<file path="config.mk">
export PLATFORM = sky130hd
export DESIGN_NAME = pcs_overlap_decoder
export DESIGN_NICKNAME = d
export VERILOG_FILES = /design/src/rtl/pcs_pkg.sv /design/src/rtl/pcs_slot_decode.sv /design/src/rtl/pcs_dram_gate.sv /design/src/rtl/pcs_width_sel.sv /design/src/rtl/pcs_overlap_decoder.sv
export SDC_FILE = /design/constraint.sdc
export NUM_CORES = 1
export LEC_CHECK = 0
export BUFFER_PORTS_ARGS = -buffer_cell sky130_fd_sc_hd__buf_2
export CAP_MARGIN = 40
export CORE_ASPECT_RATIO = 0.9
export CORE_UTILIZATION = 47
export CTS_CLUSTER_SIZE = 10
export DETAILED_ROUTE_END_ITERATION = 6
export HOLD_SLACK_MARGIN = 0.12
export MAX_ROUTING_LAYER = met4
export PLACE_DENSITY_LB_ADDON = 0.15
export SETUP_SLACK_MARGIN = 0.1
export SYNTH_ARGS = -nofsm -noshare
export SYNTH_HDL_FRONTEND = slang
export SYNTH_SLANG_ARGS = --single-unit
</file>
<file path="constraint.sdc">
create_clock -name clk -period 3.5 [get_ports clk]
set_clock_uncertainty 0.05 [all_clocks]
set_input_delay 0.525 -clock clk [delete_from_list [all_inputs] [get_ports clk]]
set_output_delay 0.525 -clock clk [all_outputs]
set_load 0.01 [all_outputs]
</file>
<file path="src/rtl/pcs_pkg.sv">
package pcs_pkg;
  localparam int PCS_LANES = 7;
  localparam int HOLE_SLOT = 4;

  typedef enum logic [1:0] {
    WSRC_MID = 2'd0,
    WSRC_IO  = 2'd1,
    WSRC_LO  = 2'd2,
    WSRC_HI  = 2'd3
  } wsrc_e;

  // active-high internal strobe set
  typedef struct packed {
    logic ras0;
    logic ras1;
    logic ucas;
    logic lcas;
  } strobe_t;
endpackage

</file>
<file path="src/rtl/pcs_slot_decode.sv">
module pcs_slot_decode
  import pcs_pkg::*;
#(
  parameter int ADDR_W    = 20,
  parameter int REGION_LG2 = 10,
  parameter int SLICE_LG2  = 7
) (
  input  logic                         clk,
  input  logic                         rst_n,
  input  logic [ADDR_W-1:0]            addr,
  input  logic                         is_io,
  input  logic [ADDR_W-REGION_LG2-1:0] base,
  input  logic                         in_io,
  output logic [PCS_LANES-1:0]         sel,
  output logic                         hit,
  output logic                         mem_hit
);
  localparam int BASE_W = ADDR_W - REGION_LG2;
  localparam int SLOT_W = REGION_LG2 - SLICE_LG2;

  function automatic logic [BASE_W-1:0] blk_of(input logic [ADDR_W-1:0] a);
    return a[ADDR_W-1:REGION_LG2];
  endfunction

  function automatic logic [SLOT_W-1:0] slot_of(input logic [ADDR_W-1:0] a);
    return a[REGION_LG2-1:SLICE_LG2];
  endfunction

  function automatic logic slot_live(input logic [SLOT_W-1:0] s);
    return (s < SLOT_W'(PCS_LANES)) && (s != SLOT_W'(HOLE_SLOT));
  endfunction

  logic              space_ok;
  logic              blk_ok;
  logic [SLOT_W-1:0] slot;

  assign space_ok = (is_io == in_io);
  assign blk_ok   = (blk_of(addr) == base);
  assign slot     = slot_of(addr);

  for (genvar k = 0; k < PCS_LANES; k++) begin : g_lane
    if (k == HOLE_SLOT) begin : g_hole
      assign sel[k] = 1'b0;
    end else begin : g_live
      assign sel[k] = space_ok && blk_ok && (slot == SLOT_W'(k));
    end
  end

  assign hit     = space_ok && blk_ok && slot_live(slot);
  assign mem_hit = hit && !is_io;

  AST_HIT_ONEHOT: assert property (@(posedge clk) disable iff (!rst_n)
    hit |-> $onehot(sel));
  AST_MISS_IDLE: assert property (@(posedge clk) disable iff (!rst_n)
    !hit |-> (sel == '0));
  AST_SPACE_GUARD: assert property (@(posedge clk) disable iff (!rst_n)
    (is_io != in_io) |-> !hit);
endmodule

</file>
<file path="src/rtl/pcs_dram_gate.sv">
module pcs_dram_gate
  import pcs_pkg::*;
#(
  parameter int ADDR_W     = 20,
  parameter int REGION_LG2 = 10
) (
  input  logic                         is_io,
  input  logic [ADDR_W-1:0]            addr,
  input  logic                         bhe_n,
  input  logic [ADDR_W-REGION_LG2-1:0] lo_top,
  input  logic [ADDR_W-REGION_LG2-1:0] hi_base,
  input  logic                         lo_dram_en,
  input  logic                         hi_dram_en,
  input  logic                         pcs_mem_hit,
  output strobe_t                      strb,
  output logic                         lo_region,
  output logic                         hi_region,
  output logic                         overlap
);
  localparam int BASE_W = ADDR_W - REGION_LG2;

  logic [BASE_W-1:0] blk;
  logic lo_acc, hi_acc, dram_acc, cas_ok;

  assign blk       = addr[ADDR_W-1:REGION_LG2];
  assign lo_region = !is_io && (blk <= lo_top);
  assign hi_region = !is_io && !lo_region && (blk >= hi_base);
  assign lo_acc    = lo_region && lo_dram_en;
  assign hi_acc    = hi_region && hi_dram_en;
  assign dram_acc  = lo_acc || hi_acc;
  assign overlap   = dram_acc && pcs_mem_hit;
  assign cas_ok    = dram_acc && !overlap;

  always_comb begin
    strb.ras0 = lo_region && (lo_dram_en || !pcs_mem_hit);
    strb.ras1 = hi_acc;
    strb.ucas = cas_ok && !bhe_n;
    strb.lcas = cas_ok && !addr[0];
  end
endmodule

</file>
<file path="src/rtl/pcs_width_sel.sv">
module pcs_width_sel
  import pcs_pkg::*;
(
  input  logic is_io,
  input  logic pcs_mem_hit,
  input  logic overlap,
  input  logic lo_region,
  input  logic hi_region,
  input  logic lo_wide,
  input  logic hi_wide,
  input  logic mid_wide,
  input  logic io_wide,
  output logic bus16
);
  function automatic wsrc_e pick_src(input logic io, input logic ph,
                                     input logic ov, input logic lo,
                                     input logic hi);
    if (io)      return WSRC_IO;
    if (ov)      return lo ? WSRC_LO : WSRC_HI;
    if (ph)      return WSRC_MID;
    if (lo)      return WSRC_LO;
    if (hi)      return WSRC_HI;
    return WSRC_MID;
  endfunction

  wsrc_e src;
  assign src = pick_src(is_io, pcs_mem_hit, overlap, lo_region, hi_region);

  always_comb begin
    case (src)
      WSRC_IO: bus16 = io_wide;
      WSRC_LO: bus16 = lo_wide;
      WSRC_HI: bus16 = hi_wide;
      default: bus16 = mid_wide;
    endcase
  end
endmodule

</file>
<file path="src/rtl/pcs_overlap_decoder.sv">
module pcs_overlap_decoder
  import pcs_pkg::*;
#(
  parameter int ADDR_W     = 20,
  parameter int REGION_LG2 = 10,
  parameter int SLICE_LG2  = 7,
  parameter int WAIT_W     = 3,
  localparam int BASE_W    = ADDR_W - REGION_LG2
) (
  input  logic                 clk,
  input  logic                 rst_n,
  input  logic                 ale,
  input  logic [ADDR_W-1:0]    addr,
  input  logic                 is_io,
  input  logic                 bhe_n,
  input  logic [BASE_W-1:0]    pcs_base,
  input  logic                 pcs_in_io,
  input  logic [WAIT_W-1:0]    pcs_waits,
  input  logic [WAIT_W-1:0]    dram_waits,
  input  logic [BASE_W-1:0]    lo_top,
  input  logic                 lo_dram_en,
  input  logic [BASE_W-1:0]    hi_base,
  input  logic                 hi_dram_en,
  input  logic                 lo_wide,
  input  logic                 hi_wide,
  input  logic                 mid_wide,
  input  logic                 io_wide,
  output logic [PCS_LANES-1:0] pcs_n,
  output logic                 lcs_ras0_n,
  output logic                 ras1_n,
  output logic                 ucas_n,
  output logic                 lcas_n,
  output logic                 bus16,
  output logic                 cfg_err
);
  logic [PCS_LANES-1:0] sel_d, sel_q;
  logic    hit_d, mem_hit_d;
  strobe_t strb_d, strb_q;
  logic    lo_region_d, hi_region_d, overlap_d;
  logic    bus16_d, bus16_q;
  logic    cfg_err_d, cfg_err_q;

  pcs_slot_decode #(
    .ADDR_W(ADDR_W), .REGION_LG2(REGION_LG2), .SLICE_LG2(SLICE_LG2)
  ) u_slot (
    .clk(clk), .rst_n(rst_n), .addr(addr), .is_io(is_io),
    .base(pcs_base), .in_io(pcs_in_io),
    .sel(sel_d), .hit(hit_d), .mem_hit(mem_hit_d)
  );

  pcs_dram_gate #(
    .ADDR_W(ADDR_W), .REGION_LG2(REGION_LG2)
  ) u_gate (
    .is_io(is_io), .addr(addr), .bhe_n(bhe_n),
    .lo_top(lo_top), .hi_base(hi_base),
    .lo_dram_en(lo_dram_en), .hi_dram_en(hi_dram_en),
    .pcs_mem_hit(mem_hit_d), .strb(strb_d),
    .lo_region(lo_region_d), .hi_region(hi_region_d), .overlap(overlap_d)
  );

  pcs_width_sel u_width (
    .is_io(is_io), .pcs_mem_hit(mem_hit_d), .overlap(overlap_d),
    .lo_region(lo_region_d), .hi_region(hi_region_d),
    .lo_wide(lo_wide), .hi_wide(hi_wide), .mid_wide(mid_wide),
    .io_wide(io_wide), .bus16(bus16_d)
  );

  function automatic logic waits_short(input logic in_io, input logic dram_any,
                                       input logic [WAIT_W-1:0] pw,
                                       input logic [WAIT_W-1:0] dw);
    return !in_io && dram_any && (pw < dw);
  endfunction

  assign cfg_err_d = waits_short(pcs_in_io, lo_dram_en || hi_dram_en,
                                 pcs_waits, dram_waits);

  always_ff @(posedge clk) begin
    if (!rst_n) begin
      sel_q     <= '0;
      strb_q    <= '0;
      bus16_q   <= 1'b0;
      cfg_err_q <= 1'b0;
    end else begin
      cfg_err_q <= cfg_err_d;
      if (ale) begin
        sel_q   <= sel_d;
        strb_q  <= strb_d;
        bus16_q <= bus16_d;
      end
    end
  end

  assign pcs_n      = ~sel_q;
  assign lcs_ras0_n = ~strb_q.ras0;
  assign ras1_n     = ~strb_q.ras1;
  assign ucas_n     = ~strb_q.ucas;
  assign lcas_n     = ~strb_q.lcas;
  assign bus16      = bus16_q;
  assign cfg_err    = cfg_err_q;

  logic pcs_any, ras_any, cas_any;
  assign pcs_any = !(&pcs_n);
  assign ras_any = !lcs_ras0_n || !ras1_n;
  assign cas_any = !ucas_n || !lcas_n;

  AST_SINGLE_PCS: assert property (@(posedge clk) disable iff (!rst_n)
    $countones(~pcs_n) <= 1);
  AST_HOLD_NO_ALE: assert property (@(posedge clk) disable iff (!rst_n)
    !$past(ale) |-> ($stable(pcs_n) && $stable(lcs_ras0_n) && $stable(ras1_n)
                     && $stable(ucas_n) && $stable(lcas_n) && $stable(bus16)));
  AST_CAS_NEEDS_RAS: assert property (@(posedge clk) disable iff (!rst_n)
    cas_any |-> ras_any);
  AST_OVERLAP_NO_CAS: assert property (@(posedge clk) disable iff (!rst_n)
    (pcs_any && ras_any) |-> !cas_any);
  AST_IO_NO_DRAM: assert property (@(posedge clk) disable iff (!rst_n)
    $past(ale && is_io) |-> (!ras_any && !cas_any));
endmodule

</file>
== Yosys cells after proc, flatten, opt, wreduce, memory -nomap -nowiden ==
Cells that the tools add are included.
Operators by class
  order comparisons: 4
  eq/ne operators: 11
  muxes and demuxes: 27
  bitwise gates (word level): 5
  reductions and logical operators: 33
Operator list (number)
  1-bit logical AND: 22
  2-bit two-way mux: 10
  1-bit two-way mux: 16
  10-bit equality test: 1
  10-bit >= comparator: 1
  10-bit less-or-equal comparator: 1
  1-bit zero test: 7
  7-bit NOT: 1
  3-bit by 2-bit equality test with 1-bit output, second input constant: 2
  3-bit equality test, second input constant: 2
  2-bit equality test, second input constant: 2
  1-bit NOT: 4
  3-bit by 1-bit equality test with 1-bit output, second input constant: 1
  3-bit zero test: 1
  1-bit logical OR: 3
  3-bit less-than comparator: 1
  3-bit less-than comparator, second input constant: 1
  3-bit != test, second input constant: 1
  1-bit case mux with 3 select lines: 1
  2-bit by 1-bit equality test with 1-bit output, second input constant: 1
  1-bit equality test: 1
Storage, ports and cells
  register bits: 12
  input port bits: 68
  output and inout port bits: 13
  logic and storage cells: 87

== Logic depth before layout (Yosys ltp) ==
Gate-level depths: netlist of the first run.
  depth after elaboration: 26
  depth in mapped cells: 9
  gate-level depth less buffers: 9

== Modules after synthesis ==
A second synthesis of the first run with hierarchy kept.
Unflattened totals
  cells, all modules: 182
  area, all modules: 1443.9 µm²
Modules (own cells, without submodules)
  pcs_dram_gate: times used 1, cells each 82, area an instance 585.6 µm², seq. area each 0.0 µm²
  pcs_overlap_decoder: times used 1, cells each 59, area an instance 574.3 µm², seq. area each 260.2 µm²
  pcs_slot_decode: times used 1, cells each 31, area an instance 224.0 µm², seq. area each 0.0 µm²
  pcs_width_sel: times used 1, cells each 10, area an instance 60.1 µm², seq. area each 0.0 µm²

== Least setup slack after synthesis of the first run ==
Ideal clock, no wire load.
  path type: input-to-reg
  start: in lo_top[5]
  end: reg bus16_q, in the netlist bus16
  setup time: 0.124 ns
  arrival: 2.101 ns
  required time: 3.326 ns
  path slack: 1.225 ns
  stages on the path: 9
  buffers on the path: 0
  cell sequence: inv_1 > ha_1 > a21oi_1 > o21ai_1 > a2111oi_4 > a31oi_4 > or3_1 > o311ai_1 > a21oi_1
Between the ends
  cells in the longest elaborated chain, start to end: 19
  elaborated cells between the ends (all ways): 34
  classes of those cells: order compare: 1; eq/ne: 3; mux: 22; reduce/logical: 8
Ends and longest elaborated chain
  from (decl): line pcs_overlap_decoder.sv:20  | input logic [BASE_W-1:0] lo_top,
  10-bit less-or-equal comparator (*): line pcs_dram_gate.sv:26  | assign lo_region = !is_io && (blk <= lo_top);
  1-bit logical AND (*): line pcs_dram_gate.sv:26
  1-bit zero test: line pcs_dram_gate.sv:27  | assign hi_region = !is_io && !lo_region && (blk >= hi_base);
  1-bit logical AND (2 in series): line pcs_dram_gate.sv:27
  1-bit logical AND: line pcs_dram_gate.sv:29  | assign hi_acc = hi_region && hi_dram_en;
  1-bit logical OR: line pcs_dram_gate.sv:30  | assign dram_acc = lo_acc || hi_acc;
  1-bit logical AND: line pcs_dram_gate.sv:31  | assign overlap = dram_acc && pcs_mem_hit;
  2-bit two-way mux: line pcs_width_sel.sv:19  | if (ov) return lo ? WSRC_LO : WSRC_HI;
  [... 2 more ...]
  2-bit two-way mux: line pcs_width_sel.sv:22  | if (hi) return WSRC_HI;
  2-bit two-way mux: line pcs_width_sel.sv:23  | return WSRC_MID;
  2-bit two-way mux: line pcs_width_sel.sv:22
  2-bit two-way mux: line pcs_width_sel.sv:21  | if (lo) return WSRC_LO;
  2-bit two-way mux (*): line pcs_width_sel.sv:20  | if (ph) return WSRC_MID;
  2-bit two-way mux (*): line pcs_width_sel.sv:19
  2-bit equality test or 2-bit by 1-bit equality test with 1-bit output (tied branches): line pcs_width_sel.sv:30  | case (src)
  1-bit case mux with 3 select lines (*): line pcs_width_sel.sv:30
  to (signal assigned): line pcs_overlap_decoder.sv:88  | bus16_q <= bus16_d;
  to (decl): line pcs_overlap_decoder.sv:40  | logic bus16_d, bus16_q;
Every way passes the cells marked *; elsewhere a longest branch is shown, timed or not. The select of a mux whose other input is x is not followed.
A chain may end at the register's enable or synchronous reset.

== Final worst setup path of the first run ==
  start: in addr[15]
  end: reg bus16_q, in the netlist bus16
Between the ends
  cells in the longest elaborated chain, start to end: 19
  elaborated cells between the ends (all ways): 42
  classes of those cells: order compare: 2; eq/ne: 4; mux: 25; reduce/logical: 11
Ends and longest elaborated chain
  from (decl): line pcs_overlap_decoder.sv:13  | input logic [ADDR_W-1:0] addr,
  10-bit less-or-equal comparator: line pcs_dram_gate.sv:26
  1-bit logical AND: line pcs_dram_gate.sv:26
  1-bit zero test: line pcs_dram_gate.sv:27
  1-bit logical AND (2 in series): line pcs_dram_gate.sv:27
  1-bit logical AND: line pcs_dram_gate.sv:29
  1-bit logical OR: line pcs_dram_gate.sv:30
  1-bit logical AND: line pcs_dram_gate.sv:31
  2-bit two-way mux: line pcs_width_sel.sv:19
  [... 2 more ...]
  2-bit two-way mux: line pcs_width_sel.sv:22
  2-bit two-way mux: line pcs_width_sel.sv:23
  2-bit two-way mux: line pcs_width_sel.sv:22
  2-bit two-way mux: line pcs_width_sel.sv:21
  2-bit two-way mux (*): line pcs_width_sel.sv:20
  2-bit two-way mux (*): line pcs_width_sel.sv:19
  2-bit equality test or 2-bit by 1-bit equality test with 1-bit output (tied branches): line pcs_width_sel.sv:30
  1-bit case mux with 3 select lines (*): line pcs_width_sel.sv:30
Marks and branches as above.

==> results by group, run 1 <==
Routing
  • Post-Route WL: 3007 um
  • Vias per inst: 4.923
  • Router iterations before antenna repair: 6
  • DRT antenna net count: 0
  • Total number of vias: 1349
  • Initial DRC Count: 38
  • Post-route DRC: 7
  • Routed wire per std cell: 10.97 um

CTS
  • Postcts setup bufs: 0
  • # clock sinks: 12
  • Post-CTS sizing: 0
  • Num CTS Buffers: 3
  • Cts hold-fix bufs: 0
  • Root Driver: clkbuf_4
  • CTS Buffer Depth: 2
  • Clock Pin Slew Worst Setup and Hold Paths: 0.08 ns
  • CTS tree: yes
  • H-Tree Level Count: 1
  • Worst-Skew Late Latency: 0.27 ns

Layout
  • Share of layout cells above drive strength 1: 32.52%
  • Multi-input combinational cell area: 933.4 um^2
  • Finished Cell Area: 1738 um^2
  • Commonest non-fill, non-tap cell in the layout: buf_2
  • Ant. Diodes: 0
  • Utilization after layout: 68.09%
  • Synth-to-layout area growth: 31.29%
  • Reg area: 240.2 um^2
  • Most frequent cells in the layout: buf_2, inv_1, ha_1
  • Layout Cells excl Fill: 274
  • Fill cell count: 230
  • Fin nets: 337

Critical path
  • Crit path arrival time: 2.42 ns
  • CP endpoint kind: flip-flop
  • Startpoint Class: primary input
  • Worst Path Required: 3.61 ns
  • WS Path Type: in2reg
  • Crit-path max FO: 5

Floorplan
  • Die footprint: 3033 um^2
  • Chip width: 57.94 um
  • Initial Util: 51.86%
  • # IOs: 81
  • Core box area: 2552 um^2
  • Die H: 52.35 um
  • Site Rows: 17

Timing
  • Slew Limit Fails: 0
  • Setup ws final: 1.196 ns
  • Min cycle time layout: 2.304 ns
  • Unrepaired setup endpoints after global routing: false
  • Final period util: 65.84%
  • Setup TNS: 0 ns
  • Final Hold Viols: 0
  • Hold_ws: 0.4458 ns
  • Setup-failing EPs final: 0
  • Fmax: 0.4340 GHz

Synth
  • Post-synth EDFFs: 0
  • Ys Warns: 0
  • Main synth FF type: dfxtp_1
  • FFs w/ async S/R, synth: 0%
  • Syn Area/Cell: 7.696 um^2
  • Post-Synthesis Cell Area: 1324 um^2
  • Sequential area share after synthesis: 18.15%
  • Post-Syn Instances: 172
  • Synth Register Bits: 12
  • Syn_nets: 262
  • Yosys cell types: 40

Place
  • Worst slack, placed: 0.9413 ns
  • # placed instances: 270
  • Placed Area: 1702 um^2
  • Number of port buffers: 73
  • DP Wirelength: 2564 um
  • GPL Wtd Cong: 0.8584

Job
  • Max-cap viol count: 0

Power
  • Pwr dens: 230.7 nW/um^2
  • Net Sw Power: 0.1266 mW
  • Register share of total power: 35.0%
  • VDD IR max: 251.0 uV
  • Logic pwr share: 37.2%
  • Clk pwr share: 27.8%
  • P_int: 0.2743 mW
  • Switching share of total power: 31.59%
  • Total power: 0.4009 mW
  • Lkg Pwr: 0.9197 nW

Global routing
  • First-pass GRT wire length: 5030 um
  • Largest net degree at the start of global routing: 13
  • Tot GR Track Use: 22.01%
  • Initial antenna violation count: 0
  • Number of global-route vias before repair: 1226
  • Global route total overflow: 0

Run status
  • Violated checks: design-rule violations
  • Outcome: complete, but fails checks

Min path
  • Worst Hold Class: reg2reg
[state kept, by name, indices dropped and copies added, names as in the netlist]
name     cells
bus16        1
cfg_err      1
sel_q        6
strb_q       4
[power groups by stage]
stage               logic (mW)  registers [mW]  clock network [mW]
detailed placement       0.148           0.144                   0
global placement         0.146           0.144                   0
CTS                      0.149           0.140               0.113
floorplan               0.0874           0.144                   0
finish                   0.149           0.140               0.111
global route             0.170           0.141               0.121
[worst max-delay path, cell delays in order]
cell and delay [ns]:
buf_2 0.13, ha_1 0.33, a21oi_1 0.16, o21ai_1 0.14
a2111oi_4 0.44, a31oi_4 0.09, or3_1 0.41, o311ai_1 0.10
a21oi_1 0.10
[cell type report]
| class | count | share of cell area (%) |
|---|---|---|
| sequential | 12 | 13.82 |
| tap | 28 | 2.016 |
| clock buffer | 4 | 2.088 |
| multi-input combinational | 123 | 53.71 |
| inverter | 34 | 7.343 |
| timing repair buffer | 73 | 21.02 |
[cells in the mapped netlist (4+ instances only)]
cell type / instances / share of area (%)
inv_1: 34 / 9.6
ha_1: 22 / 21
nor2_1: 13 / 3.7
dfxtp_1: 12 / 18
xor2_1: 11 / 7.3
nand2_1: 9 / 2.6
nand2b_1: 8 / 3.8
a21oi_1: 7 / 2.6
and2_1: 4 / 1.9
nand4_1: 4 / 1.9
nor4_1: 4 / 1.9
o21ai_0: 4 / 1.5
[cell families (layout without fill, tap and decap cells)]
family	after synthesis	in the layout	share of synthesized area, %
buffers and inverters	37	111	11.34
and+or+nand+nor	51	51	19.66
AOI/OAI and AO/OA	37	37	21.74
muxes	1	1	0.7562
DFF	12	12	18.15
xor gates and xnor gates	11	11	7.278
other	1	1	0.2833
adders and majority gates	22	22	20.79
[path summary, 6_finish.rpt]
| kind | from | endpoint | slack, ns | depth (start not counted) |
|---|---|---|---|---|
| worst max register to register | bus16 | bus16 | 2.73 | 3 |
| worst min-delay path | sel_q[1] | sel_q[1] | 0.45 | 2 |
| worst min register to register | sel_q[1] | sel_q[1] | 0.45 | 2 |
| worst max-delay path | addr[15] | bus16 | 1.20 | 9 |
[layer usage]
| layer | GRT usage, % | up-vias | share of wire, % |
|---|---|---|---|
| met4 | 2.381 | 0 | 0 |
| met5 | - | - | 0 |
| met1 | 27.76 | 563 | 52 |
| met2 | 37.16 | 52 | 40 |
| met3 | 5.185 | 0 | 7.7 |
| li1 | - | 734 | - |
Power figures use the tool's default switching activity.
==> run 2: changes to the inputs <==
CORE_UTILIZATION = 43   (was 47)
clock period = 2.2 ns   (was 3.5 ns; I/O delays follow)
==> run 2 against run 1 <==
The run now ends clean. First-iteration DRC count decreased by 16%. Setup slack got worse by 0.96 ns. Clock-buffer cell count decreased by 1. Highest routed layer unchanged. Critical endpoint unchanged. Via count increased by 3.6%. Power increased by 61%. Core utilization increased by 0.12 points.
==> results by group, run 2 (synthesized netlist as in run 1, its figures left out) <==
Layout
  • Ant. Diodes: 0
  • Fin nets: 349
  • Reg with most FFs: sel_q
  • Multi-input combinational cell area: 1021 um^2
  • Biggest regs: sel_q (6), strb_q (4)
  • Reg area: 240.2 um^2
  • Synth-to-layout area growth: 46.22%
  • Most frequent cells in the layout: buf_2, inv_1, ha_1
  • Max FFs per register: 6
  • Share of layout cells above drive strength 1: 41.25%
  • Fill cell count: 256
  • Commonest non-fill, non-tap cell in the layout: buf_2

CTS
  • Cts hold-fix bufs: 0
  • CTS tree: yes
  • CTS Buffer Depth: 2
  • Worst-Skew Late Latency: 0.27 ns
  • Num CTS Buffers: 3
  • # clock sinks: 12
  • Clock Pin Slew Worst Setup and Hold Paths: 0.08 ns
  • H-Tree Level Count: 1
  • Root Driver: clkbuf_4

Place
  • Worst slack, placed: -0.1407 ns
  • DP Wirelength: 2719 um
  • Number of port buffers: 73
  • GPL Wtd Cong: 0.7894

Critical path
  • CP endpoint kind: flip-flop
  • Worst Path Required: 2.31 ns
  • Crit-path max FO: 4
  • Startpoint Class: primary input
  • WS Path Type: in2reg
  • Crit path arrival time: 2.08 ns

Timing
  • Setup-failing EPs final: 0
  • Final period util: 89.48%
  • Slew Limit Fails: 0
  • Setup TNS: 0 ns
  • Hold_ws: 0.2910 ns
  • Unrepaired setup endpoints after global routing: false
  • Fmax: 0.5080 GHz
  • Final Hold Viols: 0
  • Min cycle time layout: 1.969 ns
  • Setup ws final: 0.2315 ns

Routing
  • DRT antenna net count: 0
  • Total number of vias: 1398
  • Router iterations before antenna repair: 4
  • Post-Route WL: 3296 um
  • Post-route DRC: 0
  • Initial DRC Count: 32
  • Routed wire per std cell: 11.10 um
  • Vias per inst: 4.707

Global routing
  • Number of global-route vias before repair: 1268
  • Largest net degree at the start of global routing: 13
  • Global route total overflow: 0
  • Tot GR Track Use: 22.07%
  • Initial antenna violation count: 0
  • First-pass GRT wire length: 5202 um

Floorplan
  • Site Rows: 18
  • Initial Util: 46.65%
  • Die H: 54.64 um
  • Core box area: 2838 um^2
  • # IOs: 81
  • Chip width: 60.49 um
  • Die footprint: 3305 um^2

Power
  • Lkg Pwr: 0.9740 nW
  • VDD IR max: 409.2 uV
  • Total power: 0.6444 mW
  • Pwr dens: 332.9 nW/um^2

Min path
  • Worst Hold Class: in2reg

Job
  • Max-cap viol count: 0

Run status
  • Outcome: completed
[run 2: cell count changes in the layout (fill, tap and decap cells not counted), sizes merged]
cell and change:
buf +12, clkbuf -1
[run 2: what timing repair did]
| action | in CTS | in global routing |
|---|---|---|
| resized for setup | 0 | 22 |
| endpoints found under the setup margin | 0 | 3 |
| buffers inserted | 0 | 1 |
| endpoints found under the hold margin | 0 | 0 |
[run 2: area by class of cell]
cell class / instances / share of cell area, %
Sequential cell: 12 / 12.41
Tap cell: 40 / 2.586
Clock buffer: 3 / 1.164
Timing Repair Buffer: 85 / 24.50
Multi-Input combinational cell: 123 / 52.75
Inverter: 34 / 6.593
[run 2: through the flow]
stage	cells	utilization, %	cell area (um^2)
after CTS	296	64.20	1822
after floorplan	172	-	1324
after global routing	297	68.21	1936
after global placement	293	63.40	1799
final	297	68.21	1936
after detailed placement	293	63.40	1799
[run 2: worst max-delay path, stage by stage]
cell       delay, ns
buf_2           0.10
ha_1            0.30
a21oi_1         0.19
o21ai_2         0.10
a2111oi_4       0.36
a31oi_4         0.09
or3_4           0.41
o311ai_1        0.09
a21oi_1         0.10
[run 2: where the power goes]
group | internal (mW) | switching [mW] | total (mW)
Combinational | 0.145 | 0.138 | 0.284
Clock | 0.0634 | 0.0742 | 0.138
Sequential | 0.222 | 0.00118 | 0.223
Total | 0.431 | 0.214 | 0.644
[run 2: worst paths after layout]
check | start | to | slack (ns) | cells after the start
worst max register to register | sel_q[5] | sel_q[5] | 1.43 | 3
worst max-delay path | addr[13] | bus16 | 0.23 | 9
worst min-delay path | pcs_waits[2] | cfg_err | 0.29 | 3
worst min register to register | sel_q[2] | sel_q[2] | 0.44 | 2
[run 2: per-layer routing]
| metal | part of all wire, % | wire length, um | GRT usage [%] |
|---|---|---|---|
| met3 | 7.2 | 238 | 5.201 |
| met1 | 48 | 1596 | 27.78 |
| met5 | 0 | 0 | - |
| met2 | 44 | 1461 | 37.36 |
| met4 | 0 | 0 | 2.273 |
==> run 3: changes to the inputs <==
==> constraint.sdc (replaced) <==
create_clock -name clk -period 2.2 [get_ports clk]
set_clock_uncertainty 0.05 [all_clocks]
set_input_delay 0.22 -clock clk [delete_from_list [all_inputs] [get_ports clk]]
set_output_delay 0.22 -clock clk [all_outputs]
set_load 0.05 [all_outputs]
==> run 3 against run 2 <==
Worst hold slack worse by 0.12 ns. Register-to-register slack hardly changed. Critical endpoint unchanged. Die area stayed put. Non-clock buffer count is 9 lower. Sequential power hardly changed. Largest power group unchanged. Sequential cell count stayed put. Clock-buffer cell count is 1 higher. Critical path depth stayed put. Power is 2.5% higher. Fmax is 2.5% higher. Largest cell class unchanged.
==> results by group, run 3 (synthesized netlist as in run 1, its figures left out) <==
Timing
  • Hold_ws: 0.1754 ns
  • Unrepaired setup endpoints after global routing: false
  • Setup ws final: 0.2801 ns
  • Min cycle time layout: 1.920 ns
  • Final Hold Viols: 0
  • Setup-failing EPs final: 0
  • Fmax: 0.5209 GHz
  • Final period util: 87.27%
  • Slew Limit Fails: 0

CTS
  • Worst-Skew Late Latency: 0.27 ns
  • Root Driver: clkbuf_4
  • CTS tree: yes
  • Clock Pin Slew Worst Setup and Hold Paths: 0.08 ns
  • Cts hold-fix bufs: 0
  • CTS Buffer Depth: 2
  • Post-CTS sizing: 0
  • Num CTS Buffers: 3
  • Postcts setup bufs: 0
  • H-Tree Level Count: 1
  • # clock sinks: 12

Floorplan
  • Site Rows: 18
  • Core box area: 2838 um^2
  • Die H: 54.64 um
  • Chip width: 60.49 um
  • # IOs: 81
  • Initial Util: 46.65%
  • Die footprint: 3305 um^2

Place
  • DP Wirelength: 2608 um
  • # placed instances: 285
  • GPL Wtd Cong: 0.8340
  • Worst slack, placed: -0.01952 ns
  • Number of port buffers: 73

Layout
  • Layout Cells excl Fill: 289
  • Utilization after layout: 62.57%
  • Max FFs per register: 6
  • Share of layout cells above drive strength 1: 33.33%
  • Fin nets: 340
  • Ant. Diodes: 0
  • Commonest non-fill, non-tap cell in the layout: buf_2
  • Synth-to-layout area growth: 34.12%
  • Most frequent cells in the layout: buf_2, inv_1, ha_1
  • Biggest regs: sel_q (6), strb_q (4)
  • Reg with most FFs: sel_q

Routing
  • Initial DRC Count: 57
  • Router iterations before antenna repair: 4
  • DRT antenna net count: 0
  • Post-route DRC: 0
  • Total number of vias: 1348
  • Vias per inst: 4.664
  • Post-Route WL: 3051 um
  • Routed wire per std cell: 10.56 um

Critical path
  • Origin of the critical flop-to-flop path: bus16
  • Crit path cell chain: buf_2 > ha_1 > a21oi_1 > o21ai_1 > a2111oi_4 > a31oi_4 > or3_1 > o311ai_1 > a21oi_1
  • Critical path's slowest cell: a2111oi_4
  • Crit-path max FO: 5
  • CP delay by family, top: compound AO/OA/AOI/OAI gates
  • Startpoint Class: primary input
  • Worst R2R Setup Slack: 1.44 ns
  • Max incr delay on CP: 0.44 ns
  • CP most frequent cell: a21oi_1
  • WS Path Type: in2reg
  • CP endpoint kind: flip-flop
  • Critical path depth in cells: 9
  • Reg2reg path depth: 3
  • Worst reg2reg path endpoint: bus16
  • Crit path arrival time: 2.04 ns
  • Worst Path Required: 2.32 ns
  • Worst Path Buf+Inv: 1

Global routing
  • Global route total overflow: 0
  • Initial antenna violation count: 0
  • First-pass GRT wire length: 4857 um
  • Largest net degree at the start of global routing: 13
  • Number of global-route vias before repair: 1164
  • Tot GR Track Use: 20.59%

Power
  • Pwr dens: 372.1 nW/um^2
  • Total power: 0.6606 mW
  • Lkg Pwr: 0.9341 nW
  • VDD IR max: 422.6 uV

Min path
  • Hold Path Origin: pcs_waits[2]
  • Worst hold path cell count: 3
  • Hold endpoint: cfg_err
  • Worst Hold Class: in2reg

Run status
  • Outcome: completed

Job
  • Max-cap viol count: 0
-- run 3: layout make-up --
cell class                 instances  area, um^2
fill                             295        1062
multi-input combinational        123       933.4
timing repair buffer              76       387.9
sequential                        12       240.2
inverter                          34       127.6
tap                               40       50.05
clock buffer                       4       36.28
-- run 3: layer usage --
metal | track usage (%) | up-vias | routed length, um
met2 | 32.05 | 49 | 1208
met4 | 1.136 | 0 | 0
li1 | - | 737 | -
met5 | - | - | 0
met3 | 5.674 | 0 | 246
met1 | 27.94 | 562 | 1597
-- run 3: worst max path at each step --
stage | from | to | slack [ns]
2_1_floorplan | lo_top[5] | bus16 | 0.23
3_3_place_gp | addr[13] | bus16 | -0.002
3_5_place_dp | addr[15] | bus16 | -0.02
4_1_cts | addr[15] | bus16 | 0.28
5_1_grt | addr[13] | strb_q[1] | 0.16
6_report | addr[15] | bus16 | 0.28
-- run 3: report_power, final --
group | internal, mW | switching [mW]
combinational | 0.118 | 0.142
clock | 0.101 | 0.0777
sequential | 0.222 | 0.00124
total | 0.440 | 0.221
-- run 3: worst register-to-register path: stages, from the launching register on --
cell,delay (ns)
dfxtp_1,0.32
o21ai_0,0.07
a21o_1,0.16
a21oi_1,0.09
-- run 3: through the flow --
step / area, um^2 / setup TNS [ns]
6_report: 1775 / 0
5_1_grt: 1775 / 0
4_1_cts: 1775 / 0
3_5_place_dp: 1739 / -0.01952
3_3_place_gp: 1739 / -0.002115
2_1_floorplan: 1324 / 0
